**src/rtl/sic_pkg.sv**
```systemverilog
// Package sic_pkg: default sizing and polynomial constants shared by the
// pattern generator and its checker. Assumes the seed width is at least the
// counter width.
package sic_pkg;
    localparam int          DEF_CNT_W    = 4;
    localparam int          DEF_SEED_W   = 8;
    // x^8 + x^6 + x^5 + x^4 + 1 : feedback from bits 7,5,4,3
    localparam logic [7:0]  DEF_TAP_MASK = 8'hB8;
    localparam logic [7:0]  DEF_SEED     = 8'h01;
endpackage

```
**src/rtl/sic_step_counter.sv**
```systemverilog
// Module sic_step_counter: binary step counter with reflected Gray output and
// an all-zero (NOR) detect. Assumes step is qualified by the caller; the
// counter wraps naturally at 2^CNT_W.
module sic_step_counter #(
    parameter int CNT_W = 4
) (
    input  logic             clk,
    input  logic             rst_n,
    input  logic             step,
    output logic [CNT_W-1:0] count,
    output logic [CNT_W-1:0] gray,
    output logic             at_zero
);
    logic [CNT_W-1:0] cnt_q;

    // Advance the counter on each qualified step, clear on reset.
    always_ff @(posedge clk) begin
        if (!rst_n) begin
            cnt_q <= '0;
        end else if (step) begin
            cnt_q <= cnt_q + 1'b1;
        end
    end

    // Gray conversion and all-zero detect of the held count.
    always_comb begin
        gray    = cnt_q ^ (cnt_q >> 1);
        at_zero = ~(|cnt_q);
    end

    assign count = cnt_q;
endmodule

```
**src/rtl/sic_seed_lfsr.sv**
```systemverilog
// Module sic_seed_lfsr: Fibonacci shift register that shifts toward the MSB
// and feeds the XOR of the masked taps into bit 0. Assumes TAP_MASK is a
// primitive polynomial and SEED_INIT is nonzero, so the zero state is never
// reached.
module sic_seed_lfsr #(
    parameter int                SEED_W    = 8,
    parameter logic [SEED_W-1:0] TAP_MASK  = 8'hB8,
    parameter logic [SEED_W-1:0] SEED_INIT = 8'h01
) (
    input  logic              clk,
    input  logic              rst_n,
    input  logic              advance,
    output logic [SEED_W-1:0] seed
);
    logic [SEED_W-1:0] seed_q;
    logic              feedback;

    // Parity of the tapped stages forms the new first-stage bit.
    always_comb begin
        feedback = ^(seed_q & TAP_MASK);
    end

    // Shift once per advance request, load the start seed on reset.
    always_ff @(posedge clk) begin
        if (!rst_n) begin
            seed_q <= SEED_INIT;
        end else if (advance) begin
            seed_q <= {seed_q[SEED_W-2:0], feedback};
        end
    end

    assign seed = seed_q;
endmodule

```
**src/rtl/sic_xor_mixer.sv**
```systemverilog
// Module sic_xor_mixer: bitwise XOR of the seed with the Gray code, which is
// zero-padded into the low CNT_W bits. Purely combinational. Assumes
// CNT_W <= SEED_W.
module sic_xor_mixer #(
    parameter int CNT_W  = 4,
    parameter int SEED_W = 8
) (
    input  logic [SEED_W-1:0] seed,
    input  logic [CNT_W-1:0]  gray,
    output logic [SEED_W-1:0] mixed
);
    localparam int PAD_W = SEED_W - CNT_W;

    // Low lanes: seed bit flipped by the matching Gray bit.
    for (genvar i = 0; i < CNT_W; i++) begin : g_mix
        assign mixed[i] = seed[i] ^ gray[i];
    end

    // Upper lanes: seed passes through untouched.
    if (PAD_W > 0) begin : g_pad
        assign mixed[SEED_W-1:CNT_W] = seed[SEED_W-1:CNT_W];
    end
endmodule

```
**src/rtl/sic_pattern_gen.sv**
```systemverilog
// Module sic_pattern_gen: top of the low-transition pattern generator.
// Wires the step counter, the zero-gated seed register and the XOR mixer,
// and registers the valid and seed-change flags. Assumes a synchronous
// active-low reset and CNT_W <= SEED_W.
module sic_pattern_gen
    import sic_pkg::*;
#(
    parameter int                CNT_W     = DEF_CNT_W,
    parameter int                SEED_W    = DEF_SEED_W,
    parameter logic [SEED_W-1:0] TAP_MASK  = DEF_TAP_MASK,
    parameter logic [SEED_W-1:0] SEED_INIT = DEF_SEED
) (
    input  logic              clk,
    input  logic              rst_n,
    input  logic              run_en,
    output logic [SEED_W-1:0] pattern,
    output logic              pattern_valid,
    output logic              seed_change
);
    logic [CNT_W-1:0]  cnt_q;
    logic [CNT_W-1:0]  gray_w;
    logic              cnt_zero;
    logic              seed_adv;
    logic [SEED_W-1:0] seed_q;
    logic              valid_q;
    logic              chg_q;

    // Seed moves only on an enabled step taken from the all-zero count.
    always_comb begin
        seed_adv = run_en & cnt_zero;
    end

    sic_step_counter #(.CNT_W(CNT_W)) u_cnt (
        .clk     (clk),
        .rst_n   (rst_n),
        .step    (run_en),
        .count   (cnt_q),
        .gray    (gray_w),
        .at_zero (cnt_zero)
    );

    sic_seed_lfsr #(
        .SEED_W    (SEED_W),
        .TAP_MASK  (TAP_MASK),
        .SEED_INIT (SEED_INIT)
    ) u_seed (
        .clk     (clk),
        .rst_n   (rst_n),
        .advance (seed_adv),
        .seed    (seed_q)
    );

    sic_xor_mixer #(.CNT_W(CNT_W), .SEED_W(SEED_W)) u_mix (
        .seed  (seed_q),
        .gray  (gray_w),
        .mixed (pattern)
    );

    // Flag registers: valid after an enabled step, change after a seed step.
    always_ff @(posedge clk) begin
        if (!rst_n) begin
            valid_q <= 1'b0;
            chg_q   <= 1'b0;
        end else begin
            valid_q <= run_en;
            chg_q   <= seed_adv;
        end
    end

    assign pattern_valid = valid_q;
    assign seed_change   = chg_q;
endmodule

```
**config.mk**
```make
export PLATFORM = sky130hd
export DESIGN_NAME = sic_pattern_gen
export DESIGN_NICKNAME = d
export VERILOG_FILES = /design/src/rtl/sic_pkg.sv /design/src/rtl/sic_step_counter.sv /design/src/rtl/sic_seed_lfsr.sv /design/src/rtl/sic_xor_mixer.sv /design/src/rtl/sic_pattern_gen.sv
export SDC_FILE = /design/constraint.sdc
export NUM_CORES = 1
export LEC_CHECK = 0
export BUFFER_PORTS_ARGS = -buffer_cell sky130_fd_sc_hd__buf_2
export CAP_MARGIN = 25
export CORE_UTILIZATION = 50
export CTS_CLUSTER_SIZE = 40
export DETAILED_ROUTE_END_ITERATION = 7
export PLACE_DENSITY = 0.82
export SLEW_MARGIN = 30
export SYNTH_ARGS = -nofsm -noshare
export SYNTH_HDL_FRONTEND = slang
export SYNTH_HIERARCHICAL = 1
export SYNTH_SLANG_ARGS = --single-unit
```
**constraint.sdc**
```tcl
create_clock -name clk -period 1.77 [get_ports clk]
set_clock_uncertainty 0.05 [all_clocks]
set_input_delay 0.177 -clock clk [delete_from_list [all_inputs] [get_ports clk]]
set_output_delay 0.177 -clock clk [all_outputs]
set_load 0.05 [all_outputs]
```
==> results of run 1 <==
-- path summary, 6_finish.rpt --
path | end | from | depth (start not counted) | slack (ns)
worst max register to register | u_seed/seed[0] | u_cnt/count[1] | 6 | 0.19
worst min register to register | u_cnt/count[3] | u_cnt/count[3] | 2 | 0.47
worst max-delay path | pattern[0] | u_cnt/count[1] | 4 | 0.11
worst min-delay path | u_cnt/count[2] | run_en | 3 | 0.20
-- metrics by stage --
step / util (%) / worst slack [ns] / hold slack, ns / instances / instance area [um2]
4_1_cts: 59.0 / 0.0316 / 0.187 / 92 / 758
2_1_floorplan: - / 0.0318 / 0.242 / 67 / 688
3_5_place_dp: 56.2 / 0.186 / 0.453 / 88 / 722
5_1_grt: 59.3 / 0.0148 / 0.186 / 92 / 762
6_report: 59.3 / 0.112 / 0.197 / 92 / 762
3_3_place_gp: 56.2 / 0.261 / 0.439 / 88 / 722
-- timing repair --
| action | CTS | global route |
|---|---|---|
| hold endpoints to repair | 0 | 0 |
| resized for setup | 0 | 2 |
| setup endpoints to repair | 0 | 1 |
-- cells in the final DEF (no fill, tap or decap) --
cell type and n:
dfxtp_1 13, buf_2 11, mux2i_1 9, nor2b_1 7, inv_1 5, clkbuf_4 4, xnor2_1 4, ha_1 4
xor2_1 4, and2_1 2, nor2_1 2, and3_1 1, and2_2 1, clkbuf_8 1, a21bo_2 1, nand3b_1 1
a21oi_1 1, nand2b_1 1, nand2_1 1, nand3_2 1, dfxtp_2 1, nor3b_1 1, a31oi_1 1
-- power groups by stage --
| stage | Clock (W) | Combinational, W | Sequential [W] |
|---|---|---|---|
| 4_1_cts | 0.000238 | 0.000158 | 0.000345 |
| 6_report | 0.000228 | 0.000161 | 0.000345 |
| 3_3_place_gp | 0 | 0.000154 | 0.000351 |
| 2_1_floorplan | 0 | 0.000118 | 0.000360 |
| 3_5_place_dp | 0 | 0.000157 | 0.000352 |
| 5_1_grt | 0.000257 | 0.000171 | 0.000348 |
-- registers in the layout, indices dropped and copies added, names as in the netlist --
name           cells
u_seed/seed        8
u_cnt/count        4
pattern_valid      1
seed_change        1
-- kinds of logic after synthesis --
| family | after synthesis | share of synthesized area (%) |
|---|---|---|
| DFF | 14 | 40.7 |
| muxes | 9 | 13.1 |
| AOI/OAI and AO/OA | 3 | 3.09 |
| xor gates and xnor gates | 8 | 10.2 |
| adders and majority gates | 4 | 7.27 |
| and+or+nand+nor | 18 | 16.4 |
| buffers and inverters | 11 | 9.27 |
-- area by class of cell --
type	count	area share (%)
multi-input combinational	42	45.2
clock buffer	4	4.76
timing repair buffer	12	8.21
tap	15	2.46
inverter	5	2.46
sequential	14	36.9
-- critical path: cells and delay by family (launching register included) --
kind       cells  cell delay [ns]
flops          1             0.39
xor+xnor       1             0.15
fa+ha+maj      1             0.30
buf+inv        2             0.30
-- per-layer routing --
metal / vias to the layer above / global-route usage [%] / wire (um)
met2: 11 / 26.7 / 468
met3: 2 / 8.67 / 34
met4: 0 / 7.76 / 9
li1: 231 / - / -
met5: - / 0 / 0
met1: 211 / 20.6 / 512
==> metrics.txt, run 1 <==
outcome finished, final reports clean; ys flop type dfxtp_1; initial antenna violation count 0; CORE AREA 1280 um2; RSZ-0062 raised after global routing no; final antenna-violating net count 0; Tcrit/Tclk final 93.7%; Final Hold Viols 0; Worst Path Arrival 1.43 ns; CTS root buffer clkbuf_4; MaxCap Viol Count 0; Worst-Skew Late Latency 0.28 ns; first-pass GRT wire length 1720 um; clock share of power 31.1%; Post-Syn Area 688 um2; combinational cell fraction of total power 21.9%; final total power 0.000733 W; register area 282 um2; Die W 39.1 um; diode count 0; sequential-to-total area share from yosys stat 40.7%; CP startpoint kind flop; drt pass-1 iters 3; sequential power share 47.0%; final WL 1030 um; Worst setup EP type output pin; CP cell instances inv_1, ha_1, xor2_1, clkbuf_4; Synth cell types 20; largest net degree at the start of global routing 15; # setup viols final 0; share of cells above drive strength 1 26.0%; DRC Markers 0; cts bufs inserted 3; vias in the first global route 419; Worst Path Required 1.54 ns; Port Buf Inserts 12; Least-Margin Pin Slew 0.452 ns; CTS sink count 14; fmax 603 MHz; Synth Instances 67; die area 1530 um2; GPL Wtd Cong 0.714; Relative slew margins 69.9%; minimum clock period after layout 1.66 ns; crit-path max FO 4; Synth top area share 40.7%; FFs w/ async S/R, synth 0%; Post-Syn Nets 74; syn avg cell area 10.3 um2; main area contributors after synthesis dfxtp_1, mux2i_1, ha_1; maximum VDD drop 0.535 mV; max-slew violation count 0; Ports 13; filler instances 110; fin nets 85; total setup buffers inserted after CTS 0; Initial Util 53.6%; Post-synth top cells dfxtp_1, mux2i_1, nor2b_1; Synth Register Bits 14; slowest stage cell, crit path dfxtp_1; DP Wirelength 753 um; via density per instance 4.95; EDFF count, synth 0; PwrDens 963 nW/um2; most common cell in the netlist dfxtp_1; via count 455; CTS clock-pin slew for the worst setup and hold paths 0.08 ns; multi-input logic area 344 um2; gr ovfl total 0; htree depth 1; maximum clock insertion buffer count 2; CP Class reg2out; Yosys top cell by area dfxtp_1; Post-CTS Hold Fix Bufs 0; WL/cell 11.1 um; Area Growth Syn to Fin 10.7%; Net Sw Frac 30.5%; Die Ht 39.1 um; CTS tree done; Row Count 13; Yosys warning total 6; leakage power 0.359 nW; First DRT Iteration DRCs 1; NetSw 0.000224 W; final setup TNS 0 ns; min-delay worst type in2reg; Total GRT Usage 17.6%; Pint 0.000510 W; CP peak stage delay 0.39 ns
Note: power is estimated with default switching activity, not from simulation.
==> inputs of run 2 (changes only) <==
--- a/config.mk
+++ b/config.mk
@@ -10,9 +10,9 @@
 export CORE_UTILIZATION = 50
 export CTS_CLUSTER_SIZE = 40
 export DETAILED_ROUTE_END_ITERATION = 7
+export GPL_TIMING_DRIVEN = 0
 export PLACE_DENSITY = 0.82
 export SLEW_MARGIN = 30
 export SYNTH_ARGS = -nofsm -noshare
 export SYNTH_HDL_FRONTEND = slang
-export SYNTH_HIERARCHICAL = 1
 export SYNTH_SLANG_ARGS = --single-unit
==> metrics.txt, run 2 <==
diode count 0; Synth cell types 16; post-layout util 61.4%; Synth Instances 73; Routed met2 length 458 um; Worst Path Arrival 1.42 ns; clock share of power 25.9%; post-synthesis mux area share 1.43%; Post-Syn Nets 80; cts bufs inserted 3; largest net degree at the start of global routing 11; Port Buf Inserts 11; main area contributors after synthesis dfxtp_1, a21boi_2, nand2_1; MaxCap Viol Count 0; CP Class reg2out; CP Buf/Inv Count 2; DP Wirelength 769 um; die area 1550 um2; Tcrit/Tclk final 92.9%; xor/xnor share of the synthesized area 12.5%; # setup viols final 0; sequential power share 50.8%; Setup WS post-layout 0.126 ns; final antenna-violating net count 0; sequential-to-total area share from yosys stat 40.1%; maximum clock insertion buffer count 2; commonest non-fill, non-tap cell in the layout nand2_1; simple-gate share of the synthesized area 16.3%; FFs w/ async S/R, synth 0%; maximum VDD drop 0.503 mV; Ports 13; final WL 1010 um; Worst setup EP type output pin; final setup TNS 0 ns; crit-path max FO 4; WL/cell 9.90 um; ys flop type dfxtp_1; min-delay worst type in2reg; NetSw 0.000213 W; Inst Count DP 99; met1 WL 506 um; Top Metal Used met3; hold slack 0.0845 ns; First DRT Iteration DRCs 5; via density per instance 4.57; max reg flops 8; CP startpoint kind flop; CTS tree done; final cell count without fillers 102; Synth Register Bits 14; leakage power 0.364 nW; Row Count 13; Worst Path Required 1.54 ns; Die W 39.4 um; CP peak stage delay 0.38 ns; fmax 608 MHz; Post-CTS Hold Fix Bufs 0; Area Growth Syn to Fin 14.3%; Adder-Cell Fraction of Synth Area 7.16%; Net Sw Frac 31.6%; CTS clock-pin slew for the worst setup and hold paths 0.08 ns; Final Hold Viols 0; Post-Syn Area 699 um2; WL met3 45 um; EDFF count, synth 0; Relative slew margins 77.5%; Least-Margin Pin Slew 0.337 ns; CORE AREA 1300 um2; first-pass GRT wire length 1650 um; combinational cell fraction of total power 23.4%; slowest stage cell, crit path dfxtp_1; via count 466; Initial Util 53.8%; max-slew violation count 0; Yosys warning total 0; Die Ht 39.4 um; Synth top area share 40.1%; largest family of logic cells by synthesized area simple AND/OR/NAND/NOR gates; PwrDens 844 nW/um2; Post-synth top cells nand2_1, dfxtp_1, a21boi_2; Pint 0.000461 W; post-synthesis compound-gate area fraction 12.3%; htree depth 1; syn avg cell area 9.58 um2; CTS sink count 14; initial antenna violation count 0; CTS root buffer clkbuf_4; crit-path leading delay family flip-flops; minimum clock period after layout 1.64 ns; DRC Markers 0; fin nets 96; share of cells above drive strength 1 32.2%; Setup WS pre-CTS 0.344 ns; Yosys top cell by area dfxtp_1; Total GRT Usage 16.8%; most common cell in the netlist nand2_1; GPL Wtd Cong 0.746; outcome finished, final reports clean; RSZ-0062 raised after global routing no; CP cell instances inv_1, ha_1, xor2_1, buf_4; gr ovfl total 0; Worst-Skew Late Latency 0.27 ns; most frequent cells in the layout nand2_1, dfxtp_1, buf_2; drt pass-1 iters 5; vias in the first global route 387
## run 2: cell count changes after synthesis, sizes merged, moves of 2 or more
cell / previous run / this run
nand2: 1 / 16
mux2i: 9 / 1
a21boi: 0 / 7
nor2b: 7 / 1
and2: 3 / 5
nor2: 2 / 0
## run 2: layout make-up
cell class | instances | area (um2)
buffer | 7 | 56.3
tap | 15 | 18.8
sequential | 14 | 282
timing repair buffer | 11 | 57.6
inverter | 4 | 15.0
clock buffer | 3 | 22.5
fill | 130 | 502
multi-input combinational | 48 | 348
## run 2: worst reg2reg max path: cells and delay by family (launching register included)
| kind | cells | cell delay, ns |
|---|---|---|
| adder cells (fa/ha/maj) | 1 | 0.20 |
| AND/OR/NAND/NOR | 2 | 0.38 |
| buffers and inverters | 1 | 0.06 |
| flip-flops | 1 | 0.38 |
| AO/OA/AOI/OAI | 1 | 0.14 |
## run 2: power by group through the flow
stage | logic (W) | clock network (W) | registers [W]
2_1_floorplan | 0.000115 | 0 | 0.000357
3_3_place_gp | 0.000151 | 0 | 0.000349
3_5_place_dp | 0.000154 | 0 | 0.000349
4_1_cts | 0.000155 | 0.000182 | 0.000342
5_1_grt | 0.000169 | 0.000199 | 0.000345
6_report | 0.000158 | 0.000175 | 0.000342
## run 2: final timing paths
path | endpoint | start | slack, ns | cells after the start
min reg2reg | u_seed.seed[7] | u_seed.seed[6] | 0.43 | 2
min | pattern_valid | run_en | 0.08 | 2
max | pattern[0] | u_cnt.count[1] | 0.13 | 4
max reg2reg | u_seed.seed[1] | u_cnt.count[2] | 0.49 | 5
## run 2: layer usage
layer	up-vias	global-route usage, %
met5	-	0
met4	0	7.76
met3	0	6.82
met2	10	24.2
met1	201	21.4
li1	255	-
## run 2: timing repair
item                       CTS  global route
gates resized for setup      0             3
buffers inserted             0             0
setup endpoints to repair    0             1
## run 2: cells by family after synthesis
| kind of cell | after synthesis |
|---|---|
| simple gates | 25 |
| flops | 14 |
| buf+inv | 11 |
| xor+xnor | 10 |
| compound gates | 8 |
| fa+ha+maj | 4 |
| mux | 1 |
## run 2: stage by stage
step	total power, W	area (um2)
after floorplan	0.000472	699
after global placement	0.000500	773
after detailed placement	0.000503	773
after CTS	0.000678	796
after global routing	0.000713	800
final	0.000674	800
